<file path="src/rtl/cell_rx_pkg.sv">
package cell_rx_pkg;
  typedef enum logic {FR_IDLE, FR_BUSY} fr_state_t;
endpackage

</file>
<file path="src/rtl/cell_rx_framer.sv">
module cell_rx_framer
  import cell_rx_pkg::*;
#(
  parameter int CELL_BYTES = 53,
  parameter int OFF_W      = 6
) (
  input  logic             clk,
  input  logic             rst,
  input  logic             wr_en,
  input  logic             soc,
  input  logic             port_en,
  input  logic             space_ok,
  output logic             wr_strobe,
  output logic [OFF_W-1:0] wr_off,
  output logic             commit,
  output logic             busy,
  output logic             busy_nxt
);
  fr_state_t        st, st_n;
  logic [OFF_W-1:0] off, off_n;
  logic             start, cont, abort_c;

  always_comb begin
    start   = wr_en && soc && port_en && space_ok;
    cont    = wr_en && !soc && (st == FR_BUSY);
    abort_c = wr_en && soc && (st == FR_BUSY);
    commit  = cont && (off == OFF_W'(CELL_BYTES - 1));
    wr_strobe = start || cont;
    wr_off  = start ? '0 : off;
    st_n    = st;
    off_n   = off;
    if (start) begin
      st_n  = FR_BUSY;
      off_n = OFF_W'(1);
    end else if (cont) begin
      if (commit) begin
        st_n  = FR_IDLE;
        off_n = '0;
      end else begin
        off_n = off + OFF_W'(1);
      end
    end else if (abort_c) begin
      st_n  = FR_IDLE;
      off_n = '0;
    end
  end

  always_ff @(posedge clk) begin
    if (rst) begin
      st  <= FR_IDLE;
      off <= '0;
    end else begin
      st  <= st_n;
      off <= off_n;
    end
  end

  assign busy     = (st == FR_BUSY);
  assign busy_nxt = (st_n == FR_BUSY);


  idle_soc_ignore_chk: assert property (@(posedge clk) disable iff (rst)
    (!busy && wr_en && soc && !port_en) |=> !busy);


  restart_rollback_chk: assert property (@(posedge clk) disable iff (rst)
    (busy && wr_en && soc) |=> (off <= OFF_W'(1)));


  stray_ignore_chk: assert property (@(posedge clk) disable iff (rst)
    (!busy && wr_en && !soc) |=> !busy);
endmodule

</file>
<file path="src/rtl/cell_rx_store.sv">
module cell_rx_store #(
  parameter int DATA_W     = 8,
  parameter int CELL_BYTES = 53,
  parameter int CELL_SLOTS = 4,
  parameter int OFF_W      = 6,
  parameter int SLOT_W     = 2,
  parameter int CNT_W      = 3
) (
  input  logic              clk,
  input  logic              rst,
  input  logic              wr_strobe,
  input  logic [OFF_W-1:0]  wr_off,
  input  logic [DATA_W-1:0] din,
  input  logic              commit,
  input  logic              rd_ready,
  output logic [DATA_W-1:0] rd_data,
  output logic              rd_valid,
  output logic              rd_first,
  output logic [CNT_W-1:0]  stored,
  output logic [CNT_W-1:0]  stored_nxt
);
  localparam int DEPTH = CELL_SLOTS * CELL_BYTES;
  localparam int AW    = $clog2(DEPTH);

  logic [DATA_W-1:0] mem [DEPTH];
  logic [SLOT_W-1:0] wslot, rslot;
  logic [OFF_W-1:0]  roff;
  logic [AW-1:0]     waddr, raddr;
  logic              fire, release_c;

  always_comb begin
    waddr     = AW'(int'(wslot) * CELL_BYTES + int'(wr_off));
    raddr     = AW'(int'(rslot) * CELL_BYTES + int'(roff));
    rd_valid  = (stored != '0);
    fire      = rd_valid && rd_ready;
    release_c = fire && (roff == OFF_W'(CELL_BYTES - 1));
    stored_nxt = stored + CNT_W'(commit) - CNT_W'(release_c);
  end

  always_ff @(posedge clk) begin
    if (wr_strobe) mem[waddr] <= din;
  end

  assign rd_data  = mem[raddr];
  assign rd_first = (roff == '0);

  always_ff @(posedge clk) begin
    if (rst) begin
      wslot  <= '0;
      rslot  <= '0;
      roff   <= '0;
      stored <= '0;
    end else begin
      stored <= stored_nxt;
      if (commit)
        wslot <= (wslot == SLOT_W'(CELL_SLOTS - 1)) ? '0 : wslot + SLOT_W'(1);
      if (release_c) begin
        roff  <= '0;
        rslot <= (rslot == SLOT_W'(CELL_SLOTS - 1)) ? '0 : rslot + SLOT_W'(1);
      end else if (fire) begin
        roff <= roff + OFF_W'(1);
      end
    end
  end


  no_overflow_chk: assert property (@(posedge clk) disable iff (rst)
    commit |-> (stored < CNT_W'(CELL_SLOTS)));


  read_hold_chk: assert property (@(posedge clk) disable iff (rst)
    (rd_valid && !rd_ready) |=> (rd_valid && $stable(rd_data) && $stable(rd_first)));
endmodule

</file>
<file path="src/rtl/cell_rx_clav.sv">
module cell_rx_clav #(
  parameter int CELL_SLOTS = 4,
  parameter int CNT_W      = 3,
  parameter int ADDR_W     = 5,
  parameter int PORT_ADDR  = 0
) (
  input  logic              clk,
  input  logic              rst,
  input  logic              mphy_mode,
  input  logic [ADDR_W-1:0] poll_addr,
  input  logic [CNT_W-1:0]  stored_nxt,
  input  logic              busy_nxt,
  output logic              clav,
  output logic              clav_oe
);
  logic room_n, oe_n;

  always_comb begin
    room_n = ({1'b0, stored_nxt} + (CNT_W + 1)'(busy_nxt)) < (CNT_W + 1)'(CELL_SLOTS);
    oe_n   = !mphy_mode || (poll_addr == ADDR_W'(PORT_ADDR));
  end

  always_ff @(posedge clk) begin
    if (rst) begin
      clav    <= 1'b0;
      clav_oe <= 1'b0;
    end else begin
      clav    <= room_n && oe_n;
      clav_oe <= oe_n;
    end
  end


  addr_oe_chk: assert property (@(posedge clk) disable iff (rst)
    (mphy_mode && poll_addr != ADDR_W'(PORT_ADDR)) |=> !clav_oe);


  clav_gate_chk: assert property (@(posedge clk) disable iff (rst)
    !clav_oe |-> !clav);
endmodule

</file>
<file path="src/rtl/cell_rx_port.sv">
module cell_rx_port #(
  parameter int DATA_W     = 8,
  parameter int CELL_BYTES = 53,
  parameter int CELL_SLOTS = 4,
  parameter int ADDR_W     = 5,
  parameter int PORT_ADDR  = 0
) (
  input  logic              clk,
  input  logic              rst,
  input  logic              port_en,
  input  logic              mphy_mode,
  input  logic [ADDR_W-1:0] poll_addr,
  input  logic              wr_en,
  input  logic              soc,
  input  logic [DATA_W-1:0] din,
  output logic              clav,
  output logic              clav_oe,
  output logic [DATA_W-1:0] rd_data,
  output logic              rd_valid,
  input  logic              rd_ready,
  output logic              rd_first
);
  localparam int OFF_W  = $clog2(CELL_BYTES);
  localparam int SLOT_W = (CELL_SLOTS > 1) ? $clog2(CELL_SLOTS) : 1;
  localparam int CNT_W  = $clog2(CELL_SLOTS + 1);

  logic             wr_strobe, commit, busy, busy_nxt;
  logic [OFF_W-1:0] wr_off;
  logic [CNT_W-1:0] stored, stored_nxt;

  cell_rx_framer #(.CELL_BYTES(CELL_BYTES), .OFF_W(OFF_W)) u_framer (
    .clk(clk), .rst(rst), .wr_en(wr_en), .soc(soc), .port_en(port_en),
    .space_ok(stored < CNT_W'(CELL_SLOTS)),
    .wr_strobe(wr_strobe), .wr_off(wr_off), .commit(commit),
    .busy(busy), .busy_nxt(busy_nxt)
  );

  cell_rx_store #(
    .DATA_W(DATA_W), .CELL_BYTES(CELL_BYTES), .CELL_SLOTS(CELL_SLOTS),
    .OFF_W(OFF_W), .SLOT_W(SLOT_W), .CNT_W(CNT_W)
  ) u_store (
    .clk(clk), .rst(rst), .wr_strobe(wr_strobe), .wr_off(wr_off), .din(din),
    .commit(commit), .rd_ready(rd_ready), .rd_data(rd_data),
    .rd_valid(rd_valid), .rd_first(rd_first),
    .stored(stored), .stored_nxt(stored_nxt)
  );

  cell_rx_clav #(
    .CELL_SLOTS(CELL_SLOTS), .CNT_W(CNT_W), .ADDR_W(ADDR_W), .PORT_ADDR(PORT_ADDR)
  ) u_clav (
    .clk(clk), .rst(rst), .mphy_mode(mphy_mode), .poll_addr(poll_addr),
    .stored_nxt(stored_nxt), .busy_nxt(busy_nxt),
    .clav(clav), .clav_oe(clav_oe)
  );


  room_full_chk: assert property (@(posedge clk) disable iff (rst)
    (({1'b0, stored} + (CNT_W + 1)'(busy)) >= (CNT_W + 1)'(CELL_SLOTS)) |-> !clav);
endmodule

</file>
<file path="config.mk">
export PLATFORM = sky130hd
export DESIGN_NAME = cell_rx_port
export DESIGN_NICKNAME = d
export VERILOG_FILES = /design/src/rtl/cell_rx_pkg.sv /design/src/rtl/cell_rx_framer.sv /design/src/rtl/cell_rx_store.sv /design/src/rtl/cell_rx_clav.sv /design/src/rtl/cell_rx_port.sv
export SDC_FILE = /design/constraint.sdc
export NUM_CORES = 2
export LEC_CHECK = 0
export BUFFER_PORTS_ARGS = -buffer_cell sky130_fd_sc_hd__buf_2
export CAP_MARGIN = 25
export CORE_ASPECT_RATIO = 1.75
export CORE_UTILIZATION = 40
export DETAILED_ROUTE_END_ITERATION = 7
export GPL_TIMING_DRIVEN = 0
export SYNTH_ARGS = -nofsm -noshare
export SYNTH_HDL_FRONTEND = slang
export SYNTH_SLANG_ARGS = --single-unit
</file>
<file path="constraint.sdc">
create_clock -name clk -period 5.3 [get_ports clk]
set_input_delay 0.265 -clock clk [delete_from_list [all_inputs] [get_ports clk]]
set_output_delay 0.265 -clock clk [all_outputs]
set_load 0.01 [all_outputs]
</file>
==> metrics.md <==
| Metric | Value |
|---|---|
| Synth Register Bits | 1,718 |
| Area of the die | 0.1712 sq mm |
| Seq/Total Area, Yosys | 0.7577 |
| RePlAce Congestion | ~1.0 |
| Post-Synth Adder-Cell Area | 0.007197 |
| Most common cell after layout, fill and taps aside | edfxtp_1 |
| Crit path time final | 5402 ps |
| Die Span X | 313.2 microns |
| First-pass GRT wire length | 294.1 mm |
| Max Cap Violations | 0 |
| CTS tree | yes |
| Worst r2r src | u_store.stored[2] |
| Area grow syn2layout | 14.02% |
| Nets@finish | 3,513 |
| IO Pins | 32 |
| Via Count | 34.81k |
| Compound-Gate Fraction of Synth Area | 0.02000 |
| Post-route clock period utilization | 1.019 |
| Setup ws final | -102.2 ps |
| FF/Latch Area | 0.05137 sq mm |
| Placed insts | 5,489 |
| Die Y | 546.6 microns |
| Average routed wire per standard cell | 37.77 microns |
| Worst hold-check path type | input pin to flip-flop |
| Final wirelength | 218.1 mm |
| Final ANT Viol Nets | 0 |
| Post-synthesis cell type count | 60 |
| Multi-input logic area | 0.01584 sq mm |
| Synth Warn # | 0 |
| Crit path launch type | flip-flop |
| DRC viols | 0 |
| Core box area | 0.1681 sq mm |
| Setup CP Type | flip-flop to flip-flop |
| CTS root buffer | clkbuf_16 |
| Met3 Wirelength | 15.46 mm |
| Syn nets | 3,266 |
| Slew HR | 0.2923 |
| Post-DP HPWL | 151.0 mm |
| Gr usage total | 0.2547 |
| Cts bufs inserted | 157 |
| GR Overflow Total | 0 |
| Setup TNS | -4588 ps |
| Async SR Flop Fraction | 0 |
| Hold Fails Final Rpt | 0 |
| Simple-gate portion of the synthesized area | 0.03361 |
| Met2 WL post-DR | 111.7 mm |
| Site Rows | around 200 |
| Number of port buffers | 31 |
| Worst slew pin tran | roughly 1100 ps |
| Min-delay src | port_en |
| Largest net degree at the start of global routing | roughly 160 |
| Status | finished, violations left |
| Filler cell count | roughly 14k |
| Met1 Wirelength | 71.65 mm |
| Most used DFF post-synth | edfxtp_1 |
| Max layer used | met5 |
| Post-Synthesis Cells | 3,210 |
| CP arrival | 5840 ps |
| Leakage | 23.44 nW |
| Initial Utilization | 0.4034 |
| Avg Cell Area, Syn | between 20 and 25 sq um |
| Starting DRT DRC Count | 3,905 |
| DRT Pass-1 Iters | 6 |
| Failing checks | setup timing |
| RSZ-0062 raised after global routing | yes |
| Largest family of logic cells by synthesized area | multiplexers |
| WP data required | 5740 ps |
| Post-synth EDFFs | 1,696 |
| Depth of the CTS H-tree | 4 |
| Vias in the first global route | 35.30k |
| Final setup violation count | 90 |
| Initial antenna violation count | 9 |
| Placed cell area | a little over 0.07 sq mm |
| Vias per inst | 6.028 |
| Clk_skew | ~37 ps |
| Post-synthesis mux area share | 0.1620 |
| Most frequent cells in the layout | 1,696 x edfxtp_1, 468 x mux4_2, 184 x nor2_1 |
| CP max FO | 10 |
| Later-pin clock latency in the skew report | 810 ps |
| Pins Over Slew Limit | 0 |
| Worst VDD drop | 0.2237 mV |
| Share of post-route cells with drive strength above 1 | 0.2905 |
| Clock sink count | between 1.5k and 2k |
| Hold_ws | 137.2 ps |
| Crit end category | flip-flop |
| Fmax achieved | roughly 190 MHz |
| Crit path from | u_store.stored[2] |
| Power density cells | 339.4 mW/mm^2 |
| Mapped Area | 0.06780 sq mm |
| Worst-path clk slew | 70 ps |
| Core Util, Final | 0.4600 |
| Final std cells w/o fill | about 5.8k |
| Post-synthesis xor/xnor area fraction | 0.002454 |
| Fin area | 0.07731 sq mm |
| Clk buf depth | 4 |
==> final timing paths <==
kind	to	slack [ps]	cells past startpoint
worst max-delay path	u_store.mem[104][7]	-100	14
worst min-delay path	u_framer.busy	140	4
worst max register to register	u_store.mem[104][7]	-100	14
worst min register to register	u_framer.busy	480	2
==> critical path, stage by stage, from the launching register on <==
cell      delay (ps)
dfxtp_1          370
nand4b_1         170
clkbuf_1         350
and2_1           200
ha_1             220
ha_1             210
fa_1             500
a21oi_1          170
nor2_1            60
nor2_1           250
xor2_1           140
nor2_1           430
nand3_1          820
clkbuf_1         540
nor2_2           580
==> metal layers <==
| layer | up-vias | GRT usage |
|---|---|---|
| li1 | 13800 | - |
| met1 | 18710 | 0.2802 |
| met2 | 1758 | 0.4385 |
| met3 | 540 | 0.04439 |
| met4 | 10 | 0.1924 |
| met5 | - | 0 |
==> cell type report <==
class                   count  area share
flip-flops and latches   1718      0.6645
well taps                2211     0.03579
clock inverters            73    0.007202
clock buffers             192     0.05485
repair buffers             88     0.01271
multi-input cells        1285      0.2049
plain buffers             188     0.01910
diodes                      1  0.00003237
inverters                  19   0.0009226
==> state kept, by name (all words and copies together) (netlist names) <==
register and count:
u_clav.clav 1, u_store.wslot 2, u_framer.off 6, u_clav.clav_oe 1, u_store.roff 6, u_store.mem 1696
u_store.rslot 2, u_store.stored 3, u_framer.busy 1
==> what timing repair did <==
item                                    CTS  global route
hold buffers                             15             0
setup buffers                             1             0
endpoints found under the setup margin  145          1108
endpoints found under the hold margin   280             0
pin swaps                                 9             4
resized for setup                       179           122
==> cells by family after synthesis <==
logic type,after synthesis
compound gates,190
xor+xnor,19
fa+ha+maj,36
buf+inv,207
flops,1718
mux,512
simple gates,528
==> power by group <==
part / switching (mW) / internal (mW)
Clock: 4.95 / 6.07
Sequential: 0.00190 / 14.9
Combinational: 0.257 / 0.0487
Total: 5.21 / 21.0
==> cell usage after synthesis (11+ instances only) <==
master | number | area [sq um]
edfxtp_1 | 1696 | 50930
a21oi_1 | 39 | 195.2
buf_1 | 12 | 45.04
nand4_1 | 12 | 75.07
ha_1 | 31 | 387.9
mux2i_1 | 40 | 400.4
o21ai_0 | 15 | 75.07
a221oi_1 | 11 | 96.34
and2_1 | 20 | 125.1
buf_4 | 28 | 210.2
xnor2_1 | 12 | 105.1
nand2_1 | 131 | 491.7
nor2_1 | 273 | 1025
clkbuf_1 | 74 | 277.8
a31oi_1 | 12 | 75.07
mux4_2 | 468 | 10540
buf_6 | 22 | 247.7
a2111oi_0 | 13 | 113.9
buf_2 | 48 | 240.2
a22oi_1 | 27 | 202.7
a211o_1 | 12 | 105.1
dfxtp_1 | 22 | 440.4
a211oi_1 | 14 | 105.1
nand3_1 | 34 | 170.2
inv_1 | 19 | 71.32
==> stage by stage <==
| stage | setup WS [ps] | power (mW) |
|---|---|---|
| 3_5_place_dp | -904.3 | 15.51 |
| 5_1_grt | -273.7 | 26.77 |
| 2_1_floorplan | 1509 | 15.24 |
| 6_report | -102.2 | 26.24 |
| 4_1_cts | -98.64 | 26.34 |
| 3_3_place_gp | -1848 | 15.51 |
Power figures use the tool's default switching activity.
